[src/rtl/lpc_bm_pkg.sv]
package lpc_bm_pkg;
  localparam logic [2:0] CH_BUSMASTER = 3'b100;
  localparam logic [3:0] CT_MEM_RD    = 4'b0100;
  localparam logic [3:0] CT_MEM_WR    = 4'b0110;
  localparam logic [2:0] START_HI     = 3'b001;
  localparam logic [3:0] NIB_ABORT    = 4'b1111;
  localparam logic [3:0] NIB_SYNC_OK  = 4'b0000;
  localparam logic [3:0] SIZE_BYTE    = 4'b0000;

  typedef enum logic [3:0] {
    ST_IDLE, ST_START, ST_CYC, ST_ADDR, ST_SIZE,
    ST_WDATA, ST_MEM, ST_RDATA, ST_SYNC, ST_ABORT
  } bm_state_e;
endpackage

[src/rtl/lpc_ldrq_rx.sv]
module lpc_ldrq_rx
  import lpc_bm_pkg::*;
(
  input  logic clk,
  input  logic rst_n,
  input  logic ldrq_n,
  input  logic clr,
  output logic pend
);
  logic [2:0] bit_cnt;
  logic [2:0] chan;
  logic       msg_done;

  assign msg_done = (bit_cnt == 3'd4);

  always_ff @(posedge clk) begin
    if (!rst_n) begin
      bit_cnt <= 3'd0;
      chan    <= 3'd0;
      pend    <= 1'b0;
    end else begin
      if (bit_cnt == 3'd0) begin
        if (!ldrq_n) bit_cnt <= 3'd1;
      end else if (!msg_done) begin
        chan    <= {chan[1:0], ldrq_n};
        bit_cnt <= bit_cnt + 3'd1;
      end else begin
        bit_cnt <= 3'd0;
      end
      if (msg_done && chan == CH_BUSMASTER) pend <= ldrq_n;
      else if (clr)                         pend <= 1'b0;
    end
  end

  // messages on other channels must not disturb the pending flag
  p_ignore_other_r2: assert property (@(posedge clk) disable iff (!rst_n)
    (msg_done && chan != CH_BUSMASTER && !clr) |=> (pend == $past(pend)));
endmodule

[src/rtl/lpc_bm_arbiter.sv]
module lpc_bm_arbiter (
  input  logic       clk,
  input  logic       rst_n,
  input  logic [1:0] pend,
  input  logic       fsm_idle,
  input  logic       host_busy,
  output logic       grant_fire,
  output logic       grant_idx,
  output logic [1:0] gnt
);
  logic ptr;
  logic contend;

  assign contend    = &pend;
  assign grant_fire = fsm_idle && !host_busy && (|pend);
  assign grant_idx  = contend ? ptr : pend[1];
  assign gnt        = grant_fire ? (grant_idx ? 2'b10 : 2'b01) : 2'b00;

  always_ff @(posedge clk) begin
    if (!rst_n)                     ptr <= 1'b0;
    else if (grant_fire && contend) ptr <= ~ptr;
  end

  p_gnt_onehot_r3: assert property (@(posedge clk) disable iff (!rst_n)
    $onehot0(gnt));
  p_rr_toggle_r4: assert property (@(posedge clk) disable iff (!rst_n)
    (grant_fire && contend) |=> (ptr != $past(ptr)));
  p_gnt_pending_r5: assert property (@(posedge clk) disable iff (!rst_n)
    grant_fire |-> (pend[grant_idx] && fsm_idle));
endmodule

[src/rtl/lpc_bm_cycle.sv]
module lpc_bm_cycle
  import lpc_bm_pkg::*;
#(
  parameter int ADDR_NIBBLES = 8,
  parameter logic [4*ADDR_NIBBLES-1:0] ADDR_LO = 32'h0010_0000,
  parameter logic [4*ADDR_NIBBLES-1:0] ADDR_HI = 32'h00FF_FFFF,
  parameter int ABORT_CYCLES = 4
) (
  input  logic                      clk,
  input  logic                      rst_n,
  input  logic                      grant_fire,
  input  logic                      grant_idx,
  input  logic                      host_busy,
  output logic                      fsm_idle,
  input  logic [3:0]                lad_in,
  output logic [3:0]                lad_out,
  output logic                      lad_oe,
  output logic                      lframe_n,
  output logic                      mem_valid,
  input  logic                      mem_ready,
  output logic                      mem_write,
  output logic [4*ADDR_NIBBLES-1:0] mem_addr,
  output logic [7:0]                mem_wdata,
  input  logic [7:0]                mem_rdata
);
  localparam int ADDR_W  = 4 * ADDR_NIBBLES;
  localparam int CNT_MAX = (ADDR_NIBBLES > ABORT_CYCLES) ? ADDR_NIBBLES : ABORT_CYCLES;
  localparam int CNT_W   = $clog2(CNT_MAX + 1);
  localparam logic [CNT_W-1:0] ADDR_LAST  = CNT_W'(ADDR_NIBBLES - 1);
  localparam logic [CNT_W-1:0] ABORT_LAST = CNT_W'(ABORT_CYCLES - 1);

  bm_state_e         state;
  logic [CNT_W-1:0]  cnt;
  logic              owner;
  logic              wr_q;
  logic [ADDR_W-1:0] addr_q;
  logic [7:0]        wdata_q;
  logic [7:0]        rdata_q;
  logic              size_bad;

  assign size_bad = (lad_in != SIZE_BYTE) || (addr_q < ADDR_LO) || (addr_q > ADDR_HI);

  always_ff @(posedge clk) begin
    if (!rst_n) begin
      state   <= ST_IDLE;
      cnt     <= '0;
      owner   <= 1'b0;
      wr_q    <= 1'b0;
      addr_q  <= '0;
      wdata_q <= '0;
      rdata_q <= '0;
    end else begin
      case (state)
        ST_IDLE: if (grant_fire) begin
          owner <= grant_idx;
          state <= ST_START;
        end
        ST_START: state <= ST_CYC;
        ST_CYC: begin
          cnt <= '0;
          if (lad_in == CT_MEM_RD || lad_in == CT_MEM_WR) begin
            wr_q  <= (lad_in == CT_MEM_WR);
            state <= ST_ADDR;
          end else begin
            state <= ST_ABORT;
          end
        end
        ST_ADDR: begin
          addr_q <= {addr_q[ADDR_W-5:0], lad_in};
          if (cnt == ADDR_LAST) begin
            cnt   <= '0;
            state <= ST_SIZE;
          end else begin
            cnt <= cnt + 1'b1;
          end
        end
        ST_SIZE: begin
          cnt <= '0;
          if (size_bad)  state <= ST_ABORT;
          else if (wr_q) state <= ST_WDATA;
          else           state <= ST_MEM;
        end
        ST_WDATA: begin
          if (cnt == '0) begin
            wdata_q[3:0] <= lad_in;
            cnt          <= cnt + 1'b1;
          end else begin
            wdata_q[7:4] <= lad_in;
            cnt          <= '0;
            state        <= ST_MEM;
          end
        end
        ST_MEM: if (mem_ready) begin
          cnt <= '0;
          if (wr_q) begin
            state <= ST_SYNC;
          end else begin
            rdata_q <= mem_rdata;
            state   <= ST_RDATA;
          end
        end
        ST_RDATA: begin
          if (cnt == '0) cnt <= cnt + 1'b1;
          else begin
            cnt   <= '0;
            state <= ST_SYNC;
          end
        end
        ST_SYNC: state <= ST_IDLE;
        ST_ABORT: begin
          if (cnt == ABORT_LAST) begin
            cnt   <= '0;
            state <= ST_IDLE;
          end else begin
            cnt <= cnt + 1'b1;
          end
        end
        default: state <= ST_IDLE;
      endcase
    end
  end

  always_comb begin
    lad_out = NIB_SYNC_OK;
    case (state)
      ST_START: lad_out = {START_HI, owner};
      ST_ABORT: lad_out = NIB_ABORT;
      ST_RDATA: lad_out = (cnt == '0) ? rdata_q[3:0] : rdata_q[7:4];
      default:  lad_out = NIB_SYNC_OK;
    endcase
  end

  assign fsm_idle  = (state == ST_IDLE);
  assign lframe_n  = !(state == ST_START || state == ST_ABORT);
  assign lad_oe    = (state == ST_START) || (state == ST_ABORT) ||
                     (state == ST_RDATA) || (state == ST_SYNC);
  assign mem_valid = (state == ST_MEM);
  assign mem_write = wr_q;
  assign mem_addr  = addr_q;
  assign mem_wdata = wdata_q;

  p_start_idle_r5: assert property (@(posedge clk) disable iff (!rst_n)
    (state == ST_START) |-> !$past(host_busy));
  p_abort_no_grant_r9: assert property (@(posedge clk) disable iff (!rst_n)
    (state == ST_ABORT) |=> (state == ST_ABORT || state == ST_IDLE));
  p_mem_hold_r10: assert property (@(posedge clk) disable iff (!rst_n)
    (mem_valid && !mem_ready) |=> (mem_valid && $stable(mem_addr) &&
                                   $stable(mem_write) && $stable(mem_wdata)));
  p_sync_release_r11: assert property (@(posedge clk) disable iff (!rst_n)
    (state == ST_SYNC) |=> (!lad_oe && lframe_n));
endmodule

[src/rtl/lpc_bm_host.sv]
module lpc_bm_host
  import lpc_bm_pkg::*;
#(
  parameter int ADDR_NIBBLES = 8,
  parameter logic [4*ADDR_NIBBLES-1:0] ADDR_LO = 32'h0010_0000,
  parameter logic [4*ADDR_NIBBLES-1:0] ADDR_HI = 32'h00FF_FFFF,
  parameter int ABORT_CYCLES = 4
) (
  input  logic                      clk,
  input  logic                      rst_n,
  input  logic [1:0]                ldrq_n,
  input  logic                      host_busy,
  input  logic [3:0]                lad_in,
  output logic [3:0]                lad_out,
  output logic                      lad_oe,
  output logic                      lframe_n,
  output logic                      mem_valid,
  input  logic                      mem_ready,
  output logic                      mem_write,
  output logic [4*ADDR_NIBBLES-1:0] mem_addr,
  output logic [7:0]                mem_wdata,
  input  logic [7:0]                mem_rdata
);
  logic [1:0] pend;
  logic [1:0] gnt;
  logic       grant_fire;
  logic       grant_idx;
  logic       fsm_idle;

  for (genvar i = 0; i < 2; i++) begin : g_rx
    lpc_ldrq_rx u_rx (
      .clk    (clk),
      .rst_n  (rst_n),
      .ldrq_n (ldrq_n[i]),
      .clr    (gnt[i]),
      .pend   (pend[i])
    );
  end

  lpc_bm_arbiter u_arb (
    .clk        (clk),
    .rst_n      (rst_n),
    .pend       (pend),
    .fsm_idle   (fsm_idle),
    .host_busy  (host_busy),
    .grant_fire (grant_fire),
    .grant_idx  (grant_idx),
    .gnt        (gnt)
  );

  lpc_bm_cycle #(
    .ADDR_NIBBLES (ADDR_NIBBLES),
    .ADDR_LO      (ADDR_LO),
    .ADDR_HI      (ADDR_HI),
    .ABORT_CYCLES (ABORT_CYCLES)
  ) u_cyc (
    .clk        (clk),
    .rst_n      (rst_n),
    .grant_fire (grant_fire),
    .grant_idx  (grant_idx),
    .host_busy  (host_busy),
    .fsm_idle   (fsm_idle),
    .lad_in     (lad_in),
    .lad_out    (lad_out),
    .lad_oe     (lad_oe),
    .lframe_n   (lframe_n),
    .mem_valid  (mem_valid),
    .mem_ready  (mem_ready),
    .mem_write  (mem_write),
    .mem_addr   (mem_addr),
    .mem_wdata  (mem_wdata),
    .mem_rdata  (mem_rdata)
  );

  p_reset_idle_r12: assert property (@(posedge clk) $past(!rst_n) |-> (lframe_n && !lad_oe && !mem_valid));
endmodule

[config.mk]
export PLATFORM = sky130hd
export DESIGN_NAME = lpc_bm_host
export DESIGN_NICKNAME = d
export VERILOG_FILES = /design/src/rtl/lpc_bm_pkg.sv /design/src/rtl/lpc_ldrq_rx.sv /design/src/rtl/lpc_bm_arbiter.sv /design/src/rtl/lpc_bm_cycle.sv /design/src/rtl/lpc_bm_host.sv
export SDC_FILE = /design/constraint.sdc
export NUM_CORES = 1
export LEC_CHECK = 0
export ABC_AREA = 1
export ABC_CLOCK_PERIOD_IN_PS = 2430
export BUFFER_PORTS_ARGS = -buffer_cell sky130_fd_sc_hd__buf_4
export CAP_MARGIN = 20
export CELL_PAD_IN_SITES_DETAIL_PLACEMENT = 0
export CELL_PAD_IN_SITES_GLOBAL_PLACEMENT = 1
export CORE_MARGIN = 1.5
export CORE_UTILIZATION = 41
export DETAILED_ROUTE_END_ITERATION = 8
export PLACE_DENSITY = 0.85
export SLEW_MARGIN = 20
export SYNTH_ARGS = -nofsm -noshare
export SYNTH_HDL_FRONTEND = slang
export SYNTH_SLANG_ARGS = --single-unit
export TNS_END_PERCENT = 50
[constraint.sdc]
create_clock -name clk -period 2.43 [get_ports clk]
set_input_delay 0.729 -clock clk [delete_from_list [all_inputs] [get_ports clk]]
set_output_delay 0.729 -clock clk [all_outputs]
set_load 0.05 [all_outputs]
==> results of run 1 <==
-- area by class of cell --
class | count | share of cell area
clock buffer | 10 | 0.03173
timing repair buffer | 72 | 0.1362
sequential | 73 | 0.3645
tap | 99 | 0.03079
inverter | 42 | 0.03919
multi-input combinational | 316 | 0.3751
clock inverter | 6 | 0.02240
-- cells in the final DEF, fill, tap and decap left out, drive strengths merged --
cell type,instances
bufinv,2
inv,42
clkbuf,10
clkinvlp,1
nor3,8
clkinv,3
o21ai,65
o22ai,4
nand3,20
o211ai,1
buf,72
nor2,87
and3,1
nand2,73
ha,6
xor2,1
o21bai,1
nand4,3
o21a,2
dfxtp,73
a21oi,44
-- repair_timing --
item | 4_1_cts | 5_1_grt
buffers inserted | 0 | 3
setup endpoints to repair | 4 | 4
resized for setup | 1 | 13
cloned | 0 | 0
-- metrics by stage --
stage	instance area, um2	power (uW)	TNS (ns)	cells	utilization
2_1_floorplan	3179	1558	-0.5769	446	-
3_3_place_gp	3757	1628	0	599	0.5098
3_5_place_dp	3757	1641	0	599	0.5098
4_1_cts	3978	2700	0	615	0.5397
5_1_grt	4023	2801	0	618	0.5458
6_report	4023	2663	0	618	0.5458
-- registers in the layout, summed over array words and instances (netlist names) --
name,flops
g_rx.u_rx.bit_cnt,6
g_rx.u_rx.chan,6
g_rx.u_rx.pend,2
u_arb.ptr,1
u_cyc.cnt,4
u_cyc.mem_addr,32
u_cyc.mem_wdata,8
u_cyc.mem_write,1
u_cyc.owner,1
u_cyc.rdata_q,8
u_cyc.state,4
-- worst min path at each step --
stage / startpoint / endpoint / slack, ns / cells after the start
floorplan: u_cyc.rdata_q[4] / u_cyc.rdata_q[4] / 0.43 / 2
global placement: u_cyc.rdata_q[1] / u_cyc.rdata_q[1] / 0.45 / 2
detailed placement: u_cyc.rdata_q[1] / u_cyc.rdata_q[1] / 0.45 / 2
CTS: u_cyc.rdata_q[1] / u_cyc.rdata_q[1] / 0.47 / 2
global route: u_cyc.rdata_q[7] / u_cyc.rdata_q[7] / 0.48 / 2
finish: u_cyc.rdata_q[1] / u_cyc.rdata_q[1] / 0.46 / 2
-- per-layer routing --
layer  part of all wire  vias up
met1               0.46     1386
met3              0.043        9
li1                   -     1595
met2               0.48       65
met4             0.0094        0
met5                  0        -
-- kinds of logic after synthesis --
family | count (synthesis)
buffers and inverters | 57
xor gates and xnor gates | 1
and+or+nand+nor | 192
adders and majority gates | 6
DFF | 73
AOI/OAI and AO/OA | 117
-- Yosys cell counts (all sizes together) --
library cell	n	area, um2
a21oi	44	220.2
and3	1	6.260
buf	6	32.53
clkbuf	9	33.78
clkinv	1	3.750
dfxtp	73	1461
ha	6	75.07
inv	41	153.9
nand2	73	286.5
nand3	20	105.1
nand4	3	18.77
nor2	87	344.1
nor3	8	45.04
o211ai	1	7.510
o21a	2	15.01
o21ai	65	329.1
o21bai	1	7.510
o22ai	4	25.02
xor2	1	8.760
-- report_power, final --
| part | internal [uW] | switching, uW | leakage (uW) |
|---|---|---|---|
| sequential | 1270 | 45.5 | 0.000592 |
| combinational | 116 | 180 | 0.00120 |
| clock | 582 | 466 | 0.000107 |
-- critical path: cells and delay by family (launching register included) --
| kind | cells | cell delay [ns] |
|---|---|---|
| AOI/OAI and AO/OA | 3 | 0.36 |
| buffers and inverters | 1 | 0.19 |
| DFF | 1 | 0.34 |
| and+or+nand+nor | 2 | 0.36 |
==> results, run 1 <==
- The most crowded layer after global routing is met2.
- The number of I/O pins is 66.
- The die outline area is 8292 um2.
- The number of global-route vias before repair is 2,861.
- The area of the multi-input gates is 1509 um2.
- The flow ran to the end, and the final reports show no timing, DRC or antenna violations.
- The via count of the routed design is 3,055.
- The global routing met3 resource utilization is 0.04439.
- The number of distinct library cells after synthesis is 28.
- The headroom to the max-slew limit is 0.7948.
- Setup repair after global routing left no endpoint under its margin.
- During synthesis, Yosys emitted a total of 0 warnings.
- The remaining global-route overflow is 0.
- Across the run, the number of max-cap violations was 0.
- The final setup violation count is 0.
- The placer congestion estimate is 0.8470.
- In this run the vertical extent of the chip is 91.06 um.
- The type of the most critical hold path is reg -> reg.
- Of all nets on the critical path, the largest fanout is 8.
- The biggest cell delay along the critical path is 0.34 ns.
- The cell with the largest stage delay on the worst path is dfxtp_1.
- The startpoint identified for the worst register-to-register timing path is u_cyc.cnt[0].
- The CTS H-tree depth is 3.
- The overall track demand over capacity in global routing is 0.1961.
- The detail-routed net length per standard cell is 12.78 um.
- Of the total synthesized cell area, the portion taken by XOR and XNOR cells is 0.002755.
- Of the total synthesized cell area, the portion taken by AND, OR, NAND and NOR gates is 0.2534.
- The sequential area share after synthesis is 0.4597.
- The initial antenna violation count is 0.
- The routing usage on met1 is 0.2527.
- The post-placement setup slack is 0.3031 ns.
- The later pin in the worst-skew pair is clocked with a latency of 0.35 ns.
- The adder and majority gate portion of the synthesized area is 0.02361.
- The number of nets produced by synthesis is 470.
- The worst setup path is captured at an output pin.
- Summing all flip-flop and latch instances after layout gives 1466 um2.
- The number of fill cells in the layout is 757.
- The clock arrives with 0.01243 ns of skew.
- The pin count of the biggest net entering global routing is 36.
- In the final layout, the share of cells above drive strength 1 is 0.2197.
- For this run, global-route usage on met2 was measured as 0.3197.
- The number of antenna diodes in the final layout is 0.
- The arrival time at the worst endpoint is 1.60 ns.
- The estimated wirelength of the detail-placed design is 5527 um.
- Static timing analysis puts the maximum clock frequency at 429.9 MHz.
- The number of instances in the synthesized netlist is 446.
- The first-pass detailed-route iteration total is 4.
- The hold slack is 0.4631 ns.
- In this run the standard cell core region covers 7370 um2.
- The starting utilization of the core area is 0.4314.
- TritonCTS built the clock tree.
- The worst setup path startpoint is u_cyc.cnt[3].
- The kind of critical path is reg -> out.
- In this run, the number of DRC markers left after iteration 0 of detailed routing was 126.
- Once detail routing completed, the nets flagged for antenna violations numbered 0.
- The mux cell area share after synthesis is 0.
- The buffer depth of the longest clock path is 2.
- The power per standard cell area is 662.0 nW/um2.
- The worst path setup slack after routing is 0.1041 ns.
- The layout overhead on the synthesized area is 26.53%.
- The routed design could run at a clock period as short as 2.326 ns.
- The number of failing hold endpoints at the final stage is 0.
- Of the available clock period, the critical path in the final layout requires 0.9572.
- The clock-pin slew reported for the worst setup and hold paths after clock tree synthesis is 0.08 ns.
- The post-synth design cell area is 3179 um2.
- The dominant combinational cell family by area after synthesis is simple AND/OR/NAND/NOR gates.
- The most critical setup path has its endpoint at lad_out[0].
- The number of rows created at floorplan is 31.
- Using the TritonRoute via totals, the vias-per-cell ratio works out to 4.943.
- Traced cell by cell, the critical path runs through nor2_1 -> nand2_2 -> a21oi_1 -> o21ai_0 -> o21ai_1 -> buf_6.
- The root cell of the clock tree is clkbuf_8.
- At the pin with the least slew margin, the transition time is 0.3054 ns.
- The analysis attributes to cell leakage a power of 0.001902 uW.
- The setup slack of the worst register-to-register path is 0.80 ns.
- The worst setup path is launched from a flop.
- The maximum VDD drop is 480.9 uV.
- The worst register-to-register path ends at u_cyc.state[2].
- The synthesized-area fraction occupied by ao, oa, aoi and oai cells is 0.1901.
- The total of flip-flops plus latches after synthesis is 73.
- After detailed routing, the number of remaining DRC violations is 0.
- The count of input and output buffers is 65.
- The worst endpoint required time is 1.70 ns.
- The final-report max-slew violation count was 0.
- The overall routed net length is 7895 um.
- The mean area per synthesized cell is 7.128 um2.
- The hold-fix buffer count after cts is 0.
- The clock sink count is 73.
- Measured along the x axis, the die boundary spans 91.06 um.
- The final net count is 538.
- Buffers inserted during clock tree synthesis total 9.
- The number of cell instances on the worst register-to-register path is 10.
- The first global-routing pass estimated 13,210 um of wire.
Note: power is estimated with default switching activity, not from simulation.
==> run 2, diff against run 1 <==
ABC_CLOCK_PERIOD_IN_PS = 2950   (was 2430)
clock period = 2.95 ns   (was 2.43 ns; I/O delays follow)
==> run 2 against run 1 <==
Against the previous run: worst hold slack gained 0.0021 ns; first-iteration DRC count grew 7.1%; sequential cell count is the same; register-to-register slack gained 0.40 ns; sequential share of layout area grew 0.33 points; final cell count shrank 0.49%; largest cell class unchanged; critical path depth grew 1.
==> results, run 2 (synthesis gave the netlist of run 1 again) <==
- The flip-flop count of the largest register after layout is 32 (unchanged).
- The number of rows created at floorplan is 31 (unchanged).
- The switching portion of total power came to 0.2587 (was 0.2596).
- The reported net switching power came to 561.4 uW (was 691.3 uW).
- Run status: complete, no violations (unchanged).
- The leakage power figure is 0.001881 uW (was 0.001902 uW).
- The hold-fix buffer count after cts came to 0 (unchanged).
- The initial antenna violation count is 0 (unchanged).
- Leading cell types in the layout, fill and taps excluded: 81 x nor2_1, 73 x dfxtp_1, 69 x buf_4 (was 81 x nor2_1, 70 x buf_4, 69 x dfxtp_1).
- The TritonCTS buffer count is 9 (unchanged).
- The number of fill cells in the layout came to 759 (was 757).
- The estimated wirelength of the detail-placed design is 5422 um (was 5527 um).
- The reported max-cap violation count is 0 (unchanged).
- The via count of the routed design is 3,021 (was 3,055).
- The cell with the largest stage delay on the worst path was dfxtp_1 (unchanged).
- The first-pass detailed-route iteration total is 4 (unchanged).
- The number of antenna cells inserted is 0 (unchanged).
- The final-report max-slew violation count is 0 (unchanged).
- The transition time at the pin with the least slew margin is 0.4755 ns (was 0.3054 ns).
- The type of the most critical hold path is reg -> reg (unchanged).
- The overall routed net length is 7692 um (was 7895 um).
- The placer congestion estimate was 0.8548 (was 0.8470).
- The routing usage on met1 is 0.2565 (was 0.2527).
- The global-route wire length before repair is 12,680 um (was 13,210 um).
- The area of the multi-input gates is 1496 um2 (was 1509 um2).
- The share of post-route cells with drive strength above 1 is 0.1977 (was 0.2197).
- The power per standard cell area was 546.3 nW/um2 (was 662.0 nW/um2).
- The overall track demand over capacity in global routing is 0.1892 (was 0.1961).
- The clock sink count is 73 (unchanged).
- The CTS H-tree depth is 3 (unchanged).
- The setup TNS is 0 ns (unchanged).
- The number of global-route vias before repair came to 2,716 (was 2,861).
- The remaining global-route overflow came to 0 (unchanged).
- The pin count of the biggest net entering global routing is 57 (was 36).
- The core outline area is 7370 um2 (unchanged).
- The hold slack is 0.4652 ns (was 0.4631 ns).
- The utilization after layout is 0.5390 (was 0.5458).
- The biggest cell delay along the critical path is 0.37 ns (was 0.34 ns).
- The latest clock arrival within the worst-skew pair is 0.34 ns (was 0.35 ns).
- The kind of critical path is reg -> out (unchanged).
- The most crowded layer after global routing is met2 (unchanged).
- The root cell of the clock tree is clkbuf_8 (unchanged).
- The cell type group with the largest total delay on the critical path is buffers and inverters (was simple AND/OR/NAND/NOR gates).
- The number of DRC markers after the initial detailed-route iteration is 135 (was 126).
- The final net count is 535 (was 538).
- The buffer depth of the longest clock path is 2 (unchanged).
- The maximum VDD drop is 319.5 uV (was 480.9 uV).
- The via-per-instance ratio is 4.912 (was 4.943).
- The achievable clock frequency is 377.3 MHz.
- The commonest non-fill, non-tap cell in the layout is nor2_1 (unchanged).
- The maximum fanout along the worst path is 8 (unchanged).
- The time the final worst path needs with I/O delays and setup is 2.650 ns.
- The maximum clock skew at final layout is 0.01023 ns (was 0.01243 ns).
- The number of nets still failing antenna checks after routing was 0 (unchanged).
- The internal power of the cells is 1609 uW (was 1972 uW).
- The headroom to the max-slew limit is 0.6830 (was 0.7948).
- The die span in y is 91.06 um (unchanged).
- The number of instances resized during post-cts repair came to 0 (was 1).
- The setup slack of the worst register-to-register path is 1.20 ns (was 0.80 ns).
- The number of buffers inserted by post-CTS setup repair came to 0 (unchanged).
- The number of buffers and inverters on the critical path is 3 (was 1).
- The CTS tree is yes (unchanged).
- Of the available clock period, the critical path in the final layout requires 0.8984.
- The number of I/O pins was 66 (unchanged).
- The met2 layer usage reported by global route is 0.2929 (was 0.3197).
- The final setup violation count was 0 (unchanged).
- The layout overhead on the synthesized area came to 24.95% (was 26.53%).
- The count of unresolved DRC violations after routing came to 0 (unchanged).
- The worst endpoint required time is 2.07 ns (was 1.70 ns).
- The element type at the critical path end is an output pin (unchanged).
- The clock-pin slew reported for the worst setup and hold paths after clock tree synthesis came to 0.07 ns (was 0.08 ns).
- The starting utilization of the core area is 0.4314 (unchanged).
- The number of failing hold endpoints at the final stage is 0 (unchanged).
- Cell-by-cell listing of the critical path: inv_1 -> ha_1 -> nand2_1 -> inv_1 -> nor2_1 -> o21ai_0 -> buf_4 (was nor2_1 -> nand2_2 -> a21oi_1 -> o21ai_0 -> o21ai_1 -> buf_6).
- The die outline area was 8292 um2 (unchanged).
- The arrival time at the worst endpoint is 1.77 ns (was 1.60 ns).
- The part of the power in the clock network is 0.387 (was 0.394).
- The detail-routed net length per standard cell is 12.51 um (was 12.78 um).
- The global routing met3 resource utilization is 0.03685 (was 0.04439).
- RSZ-0062 raised after global routing: false (unchanged).
- The sequential cell fraction of total power came to 0.499 (was 0.495).
- The die outline width is 91.06 um (unchanged).
- The combinational cell fraction of total power is 0.114 (was 0.111).
- The type of element launching the critical path is a flop (unchanged).
- The most repeated library cell on the critical path is inv_1.
- The count of input and output buffers is 65 (unchanged).
- The sequential standard cell area was 1461 um2 (was 1466 um2).
## run 2: cell count changes in the layout (fill, tap and decap cells not counted), moves of 2 or more
| cell | previous run | this run |
|---|---|---|
| dfxtp_2 | 4 | 0 |
| o21ai_1 | 5 | 2 |
| inv_2 | 6 | 4 |
| clkbuf_8 | 9 | 12 |
| inv_1 | 35 | 37 |
| dfxtp_1 | 69 | 73 |
| nand2_2 | 7 | 5 |
| buf_6 | 2 | 0 |
| o21ai_0 | 59 | 62 |
| nand2_1 | 66 | 68 |
## run 2: worst min-delay path, stage by stage (launching register included)
cell     delay [ns]
dfxtp_1        0.31
nand2_1        0.06
a21oi_1        0.05
## run 2: power by group through the flow
stage          combinational [uW]  sequential (uW)  clock, uW
6_report                      248             1080        839
5_1_grt                       285             1090        906
4_1_cts                       248             1080        857
3_5_place_dp                  246             1110          0
3_3_place_gp                  235             1110          0
2_1_floorplan                 185             1100          0
## run 2: worst paths after layout
check | cells past startpoint | endpoint | start
hold reg to reg | 2 | u_cyc.rdata_q[0] | u_cyc.rdata_q[0]
setup / recovery | 7 | lad_out[1] | u_cyc.cnt[0]
setup reg to reg | 9 | u_cyc.state[0] | u_cyc.cnt[0]
hold / removal | 2 | u_cyc.rdata_q[0] | u_cyc.rdata_q[0]
## run 2: cell type report
cell class | count | share of cell area
Multi-Input combinational cell | 316 | 0.3767
Sequential cell | 73 | 0.3679
Timing Repair Buffer | 69 | 0.1304
Clock buffer | 13 | 0.04252
Inverter | 42 | 0.03968
Tap cell | 99 | 0.03118
Clock inverter | 3 | 0.01165
## run 2: metrics by stage
step                cell area [um2]  cells  power [uW]  setup WS, ns
global route                   3973    615        2283        0.1055
CTS                            3973    615        2187        0.2686
detailed placement             3757    599        1352        0.6430
floorplan                      3179    446        1283        0.1184
finish                         3973    615        2170        0.2996
global placement               3757    599        1341        0.7343
## run 2: layer usage
layer,vias up,share of wire
met5,-,0
met4,0,0.015
met3,10,0.046
met2,60,0.45
met1,1361,0.49
li1,1590,-
